$ cat config.mk
export PLATFORM = sky130hd
export DESIGN_NAME = cmpt_order_gate
export DESIGN_NICKNAME = d
export VERILOG_FILES = /design/src/rtl/cmpt_gate_pkg.sv /design/src/rtl/cmpt_lane_parity.sv /design/src/rtl/cmpt_size_trim.sv /design/src/rtl/cmpt_sent_tracker.sv /design/src/rtl/cmpt_order_gate.sv
export SDC_FILE = /design/constraint.sdc
export NUM_CORES = 1
export LEC_CHECK = 0
export ABC_AREA = 1
export BUFFER_PORTS_ARGS = -buffer_cell sky130_fd_sc_hd__buf_2
export CAP_MARGIN = 5
export CELL_PAD_IN_SITES_DETAIL_PLACEMENT = 1
export CELL_PAD_IN_SITES_GLOBAL_PLACEMENT = 1
export CORE_AREA = 3 3 450 452
export CTS_CLUSTER_DIAMETER = 30
export DETAILED_ROUTE_END_ITERATION = 16
export DIE_AREA = 0 0 453 455
export PLACE_DENSITY_LB_ADDON = 0.1
export SLEW_MARGIN = 20
export SYNTH_ARGS = -nofsm -noshare
export SYNTH_HDL_FRONTEND = slang
export SYNTH_SLANG_ARGS = --single-unit
$ cat constraint.sdc
create_clock -name clk -period 6.5 [get_ports clk]
set_clock_uncertainty 0.2 [all_clocks]
set_input_delay 1.3 -clock clk [delete_from_list [all_inputs] [get_ports clk]]
set_output_delay 1.3 -clock clk [all_outputs]
set_load 0.02 [all_outputs]
$ cat src/rtl/cmpt_gate_pkg.sv
package cmpt_gate_pkg;
  typedef enum logic [1:0] {
    CT_NOWAIT   = 2'b00,
    CT_WAITONLY = 2'b01,
    CT_RSVD     = 2'b10,
    CT_PAYLOAD  = 2'b11
  } ctype_e;
endpackage

$ cat src/rtl/cmpt_lane_parity.sv
module cmpt_lane_parity #(
  parameter int LANES  = 16,
  parameter int LANE_W = 32,
  localparam int DW = LANES * LANE_W
) (
  input  logic [DW-1:0]    data,
  input  logic [LANES-1:0] par,
  output logic [LANES-1:0] bad
);
  for (genvar k = 0; k < LANES; k++) begin : g_lane
    // odd parity: the lane bits together with their parity bit XOR to one
    assign bad[k] = ~(^{data[k*LANE_W +: LANE_W], par[k]});
  end
endmodule

$ cat src/rtl/cmpt_size_trim.sv
module cmpt_size_trim #(
  parameter int LANES  = 16,
  parameter int LANE_W = 32,
  localparam int DW = LANES * LANE_W
) (
  input  logic [DW-1:0] data,
  input  logic [1:0]    size,
  output logic [DW-1:0] trimmed
);
  // size 3 keeps every lane, each smaller code halves the count
  logic [$clog2(LANES):0] keep;
  always_comb keep = ($clog2(LANES)+1)'(LANES >> (2'd3 - size));

  for (genvar k = 0; k < LANES; k++) begin : g_lane
    assign trimmed[k*LANE_W +: LANE_W] =
      (k < int'(keep)) ? data[k*LANE_W +: LANE_W] : '0;
  end
endmodule

$ cat src/rtl/cmpt_sent_tracker.sv
module cmpt_sent_tracker #(
  parameter int ID_W = 16
) (
  input  logic            clk,
  input  logic            rst_n,
  input  logic            sent_valid,
  input  logic [ID_W-1:0] sent_id,
  input  logic [ID_W-1:0] wait_id,
  output logic            satisfied
);
  logic            seen;
  logic [ID_W-1:0] top_id;
  logic [ID_W-1:0] ahead;
  logic [ID_W-1:0] margin;

  always_comb begin
    ahead  = sent_id - top_id;
    margin = top_id - wait_id;
  end

  always_ff @(posedge clk) begin
    if (!rst_n) begin
      seen   <= 1'b0;
      top_id <= '0;
    end else if (sent_valid && (!seen || (!ahead[ID_W-1] && ahead != '0))) begin
      seen   <= 1'b1;
      top_id <= sent_id;
    end
  end

  assign satisfied = seen && !margin[ID_W-1];
endmodule

$ cat src/rtl/cmpt_order_gate.sv
module cmpt_order_gate
  import cmpt_gate_pkg::*;
#(
  parameter int LANES  = 16,
  parameter int LANE_W = 32,
  parameter int QID_W  = 11,
  parameter int PORT_W = 3,
  parameter int PID_W  = 16,
  localparam int DW = LANES * LANE_W
) (
  input  logic              clk,
  input  logic              rst_n,
  input  logic              in_valid,
  output logic              in_ready,
  input  logic [DW-1:0]     in_data,
  input  logic [1:0]        in_size,
  input  logic [LANES-1:0]  in_par,
  input  logic [QID_W-1:0]  in_qid,
  input  logic [PORT_W-1:0] in_port,
  input  logic              in_marker,
  input  logic              in_nowb,
  input  logic [1:0]        in_ctype,
  input  logic [PID_W-1:0]  in_wait_id,
  input  logic              sent_valid,
  input  logic [PID_W-1:0]  sent_id,
  output logic              out_valid,
  input  logic              out_ready,
  output logic [DW-1:0]     out_data,
  output logic [1:0]        out_size,
  output logic [QID_W-1:0]  out_qid,
  output logic [PORT_W-1:0] out_port,
  output logic              out_marker,
  output logic              err_valid,
  output logic [LANES-1:0]  err_lanes,
  output logic              err_rsvd,
  output logic              mark_done,
  output logic [QID_W-1:0]  mark_qid
);
  typedef struct packed {
    logic [DW-1:0]     data;
    logic [1:0]        size;
    logic [QID_W-1:0]  qid;
    logic [PORT_W-1:0] port;
    logic              marker;
    logic              drop;
    logic              nowait;
    logic [PID_W-1:0]  wait_id;
  } held_t;

  logic [LANES-1:0] bad_lanes;
  logic [DW-1:0]    trimmed;
  logic             satisfied;
  logic             hold_valid;
  logic             hold_rel;
  held_t            hold;
  logic             accept, faulty, type_rsvd;
  logic             released, fwd_now, drop_now;

  cmpt_lane_parity #(.LANES(LANES), .LANE_W(LANE_W)) u_par (
    .data(in_data), .par(in_par), .bad(bad_lanes)
  );

  cmpt_size_trim #(.LANES(LANES), .LANE_W(LANE_W)) u_trim (
    .data(in_data), .size(in_size), .trimmed(trimmed)
  );

  cmpt_sent_tracker #(.ID_W(PID_W)) u_trk (
    .clk(clk), .rst_n(rst_n),
    .sent_valid(sent_valid), .sent_id(sent_id),
    .wait_id(hold.wait_id), .satisfied(satisfied)
  );

  always_comb begin
    in_ready  = !hold_valid;
    accept    = in_valid && in_ready;
    type_rsvd = (ctype_e'(in_ctype) == CT_RSVD);
    faulty    = type_rsvd || (bad_lanes != '0);
    // once released an entry stays released, so the output cannot fall back
    released  = hold_valid && (hold_rel || hold.nowait || satisfied);
    out_valid = released && !hold.drop;
    fwd_now   = out_valid && out_ready;
    drop_now  = released && hold.drop;
  end

  always_ff @(posedge clk) begin
    if (!rst_n) begin
      hold_valid <= 1'b0;
      hold_rel   <= 1'b0;
      hold       <= '0;
      err_valid  <= 1'b0;
      err_lanes  <= '0;
      err_rsvd   <= 1'b0;
      mark_done  <= 1'b0;
      mark_qid   <= '0;
    end else begin
      err_valid <= accept && faulty;
      if (accept && faulty) begin
        err_lanes <= bad_lanes;
        err_rsvd  <= type_rsvd;
      end
      mark_done <= drop_now;
      if (drop_now) mark_qid <= hold.qid;

      if (accept && !faulty) begin
        hold_valid     <= 1'b1;
        hold_rel       <= 1'b0;
        hold.data      <= trimmed;
        hold.size      <= in_size;
        hold.qid       <= in_qid;
        hold.port      <= in_port;
        hold.marker    <= in_marker;
        hold.drop      <= in_marker && in_nowb;
        hold.nowait    <= (ctype_e'(in_ctype) == CT_NOWAIT);
        hold.wait_id   <= in_wait_id;
      end else if (fwd_now || drop_now) begin
        hold_valid <= 1'b0;
        hold_rel   <= 1'b0;
      end else if (released) begin
        hold_rel <= 1'b1;
      end
    end
  end

  always_comb begin
    out_data   = hold.data;
    out_size   = hold.size;
    out_qid    = hold.qid;
    out_port   = hold.port;
    out_marker = hold.marker;
  end
endmodule

==> flow_summary.toml <==
[drt]
postRouteAntennaNets = 0
via_per_inst = 4.30
detail_route.wl_per_cell_microns = 21.9
drt_iter0_markers = 1707
routed-via-count = 39300
wl_mm = 200
drc = 0
drt_first_pass_iters = 5

[grt]
groute.usage.overall_pct = 18.6
maximum_number_of_pins_on_one_net_before_global_route_repair = 193
via_count_of_the_first_global_routing_pass = 40000
antenna_found_initial = 135
gr-total-overflow = 0
grt_pass1_wl_mm = 283

[floorplanning]
boundaryPins = 1146
fp.dieArea_sq_mm = 0.206
die_w_microns = 453
initial_core_util_pct = 19.1
dieHeight_microns = 455
standard_cell_row_count = 164
placeableCoreArea_sq_mm = 0.199

[logic_synthesis]
synth-seq-area-share_pct = 31.3
mappedNetlistArea_sq_mm = 0.0381
synthesis.yosys.warnings = 0
post_synth_net_total = 6288
synth_area_per_cell_sq_um = 6.72
post_synth_inst_count = 5673
yosys.cell_types.count = 34
synth-seq-cells = 596

[clock_network]
htree_num_levels = 4
clockRootBuffer = "sky130_fd_sc_hd__clkbuf_16"
clkSlewWorstSetupHoldPaths_ps = 40
tritoncts = "done"
cts.path.max_buffers = 3
cts_hold_repair.buffers = 0
cts_buffers = 241
clk-insertion-delay-late_ps = 830
cts.repair_timing.setup_buffer_count = 0
ctsResizeCount = 0
clock_sink_count = 596

[placement]
post-place-cells = 8639
place_area_sq_mm = 0.0423
finalWeightedCongestion = 0.833
dpl_worst_slack_ps = 1350
port_buffers = 1145
detailed_place_hpwl_mm = 150

[finish]
layout_area_growth_over_synthesis_pct = 32.4
filler_cell_count = 24400
seq_area_sq_mm = 0.0119
final_core_utilization_pct = 25.3
design.final.nets = 6841
multiInputGateArea_sq_mm = 0.0187
finish.cell_count_without_fillers = 9126
finalInstanceArea_sq_mm = 0.0505
drive_gt1_share_pct = 25.5

[power_and_ir_drop]
total_power_mw = 16.8
leakage_nw = 25.3
power_density_mw_per_mm2 = 333
max-vdd-ir-drop_v = 0.000314

[timing]
final_critical_path_setup_slack_ps = 782
report.final.setup_viol = 0
final_hold_viols = 0
grt_setup_unrepaired = "no"
achievable-frequency_mhz = 175
final.setup.tns_ps = 0
final.period_utilization_pct = 88.0
timing.slew.headroom_pct = 10.3
worst-slew-pin-transition_ps = 1350
hold_slack_ps = 242
final.min_clock_period_ps = 5720
maxSlewViolCount = 0

[critical_path]
path_common_cell = "sky130_fd_sc_hd__nand2_1"
crit_path_end_kind = "primary output"
slowest_stage = "sky130_fd_sc_hd__nor2_1"
crit_chain = "inv_1 > ha_1 > nand2_1 > o21ai_0 > nand4_1 > o211ai_1 > nand3_1 > nand2_1 > nor2_1 > o21ai_0 > nand2_1 > nor2_1 > buf_2"
worst_setup_path_start_kind = "flip-flop"
timing.critical_path.required_ps = 5000
path_class = "flip-flop to primary output"
path_max_fanout = 4
critical_path_arrival_ps = 4220
cp_slowest_stage_delay_ps = 640

[run_status]
run_status = "complete, no violations"

[worst_hold_path]
hold_class = "flip-flop to flip-flop"

[job]
max-cap-violations = 0
[final timing paths]
kind | depth (start not counted) | end | slack [ps] | from
max | 13 | out_valid | 780 | hold[2]
min | 2 | mark_qid[3] | 240 | mark_qid[3]
max reg2reg | 16 | u_trk.top_id[11] | 2990 | u_trk.top_id[0]
min reg2reg | 2 | mark_qid[3] | 240 | mark_qid[3]
[cell families after synthesis]
logic type / after synthesis / synth area share [%]
AOI/OAI and AO/OA: 358 / 4.76
DFF: 596 / 31.3
xor gates and xnor gates: 411 / 9.44
buffers and inverters: 1434 / 19.7
adders and majority gates: 30 / 1.00
and+or+nand+nor: 2844 / 33.8
[area by class of cell]
cell class,instances,share of cell area (%)
Multi-Input combinational cell,3643,37.1
Tap cell,2656,6.58
Antenna cell,31,0.154
Clock buffer,388,14.8
Inverter,565,4.22
Sequential cell,596,23.6
Timing Repair Buffer,1179,12.2
Clock inverter,68,1.28
[cell usage after synthesis]
cell                       number  area, sq um
sky130_fd_sc_hd__buf_1         55          206
sky130_fd_sc_hd__nand3_1      621         3110
sky130_fd_sc_hd__nand4_1      425         2660
sky130_fd_sc_hd__a31oi_1        1         6.26
sky130_fd_sc_hd__or2_1          3         18.8
sky130_fd_sc_hd__nand3_2        1         10.0
sky130_fd_sc_hd__nand3b_1      81          608
sky130_fd_sc_hd__o21ai_1       50          250
sky130_fd_sc_hd__xnor2_1      230         2010
sky130_fd_sc_hd__nor2_1       242          908
sky130_fd_sc_hd__inv_1        513         1930
sky130_fd_sc_hd__inv_2         52          195
sky130_fd_sc_hd__ha_1          29          363
sky130_fd_sc_hd__buf_2         84          420
sky130_fd_sc_hd__o31ai_1        1         7.51
sky130_fd_sc_hd__a21boi_0       1         7.51
sky130_fd_sc_hd__a21o_1         1         7.51
sky130_fd_sc_hd__nand2_2        1         6.26
sky130_fd_sc_hd__nand2_1     1456         5470
sky130_fd_sc_hd__fa_1           1         20.0
sky130_fd_sc_hd__nor3_1         9         45.0
sky130_fd_sc_hd__a21oi_1       69          345
sky130_fd_sc_hd__o21ai_0      230         1150
sky130_fd_sc_hd__xor2_1       181         1590
sky130_fd_sc_hd__nand2b_1       1         6.26
sky130_fd_sc_hd__buf_6          7         78.8
sky130_fd_sc_hd__nor2_4         2         22.5
sky130_fd_sc_hd__o21bai_1       2         15.0
sky130_fd_sc_hd__buf_4        528         3960
sky130_fd_sc_hd__dfxtp_1      596        11900
sky130_fd_sc_hd__or2_2          1         6.26
sky130_fd_sc_hd__clkbuf_1     195          732
sky130_fd_sc_hd__o211ai_1       3         22.5
sky130_fd_sc_hd__nor2_2         1         6.26
[cell usage in the layout (no fill, tap or decap), types with 31 or more instances in the layout]
cell	n
sky130_fd_sc_hd__dfxtp_1	596
sky130_fd_sc_hd__xor2_1	181
sky130_fd_sc_hd__a21oi_1	69
sky130_fd_sc_hd__nand3_1	620
sky130_fd_sc_hd__clkbuf_8	89
sky130_fd_sc_hd__nand4_1	425
sky130_fd_sc_hd__o21ai_0	230
sky130_fd_sc_hd__buf_2	1142
sky130_fd_sc_hd__xnor2_1	230
sky130_fd_sc_hd__inv_1	512
sky130_fd_sc_hd__clkbuf_16	241
sky130_fd_sc_hd__nor2_1	240
sky130_fd_sc_hd__inv_2	51
sky130_fd_sc_hd__nand3b_1	81
sky130_fd_sc_hd__clkinv_2	53
sky130_fd_sc_hd__diode_2	31
sky130_fd_sc_hd__clkbuf_1	58
sky130_fd_sc_hd__nand2_1	1454
sky130_fd_sc_hd__o21ai_1	50
[state kept, by name (all words and copies together), names as in the netlist]
signal and flops:
err_lanes 16, err_rsvd 1, err_valid 1, hold 18, hold_rel 1, hold_valid 1, mark_done 1, mark_qid 11
out_data 512, out_marker 1, out_port 3, out_qid 11, out_size 2, u_trk.seen 1, u_trk.top_id 16
[layer usage]
metal | wire, microns | track usage (%)
met2 | 99500 | 33.1
met3 | 12500 | 5.45
met1 | 80600 | 21.1
met4 | 6980 | 6.08
met5 | 353 | 0
[power by group]
group | internal (mW) | switching (mW) | total, mW
Sequential | 3.70 | 0.0188 | 3.72
Clock | 7.73 | 3.26 | 11.0
Combinational | 0.677 | 1.45 | 2.13
Total | 12.1 | 4.73 | 16.8
[critical path, delay by kind of cell (launching register included)]
family | cells | cell delay [ps]
buf+inv | 2 | 350
simple gates | 7 | 1390
flops | 1 | 300
fa+ha+maj | 1 | 290
compound gates | 3 | 1040
Power figures use the tool's default switching activity.
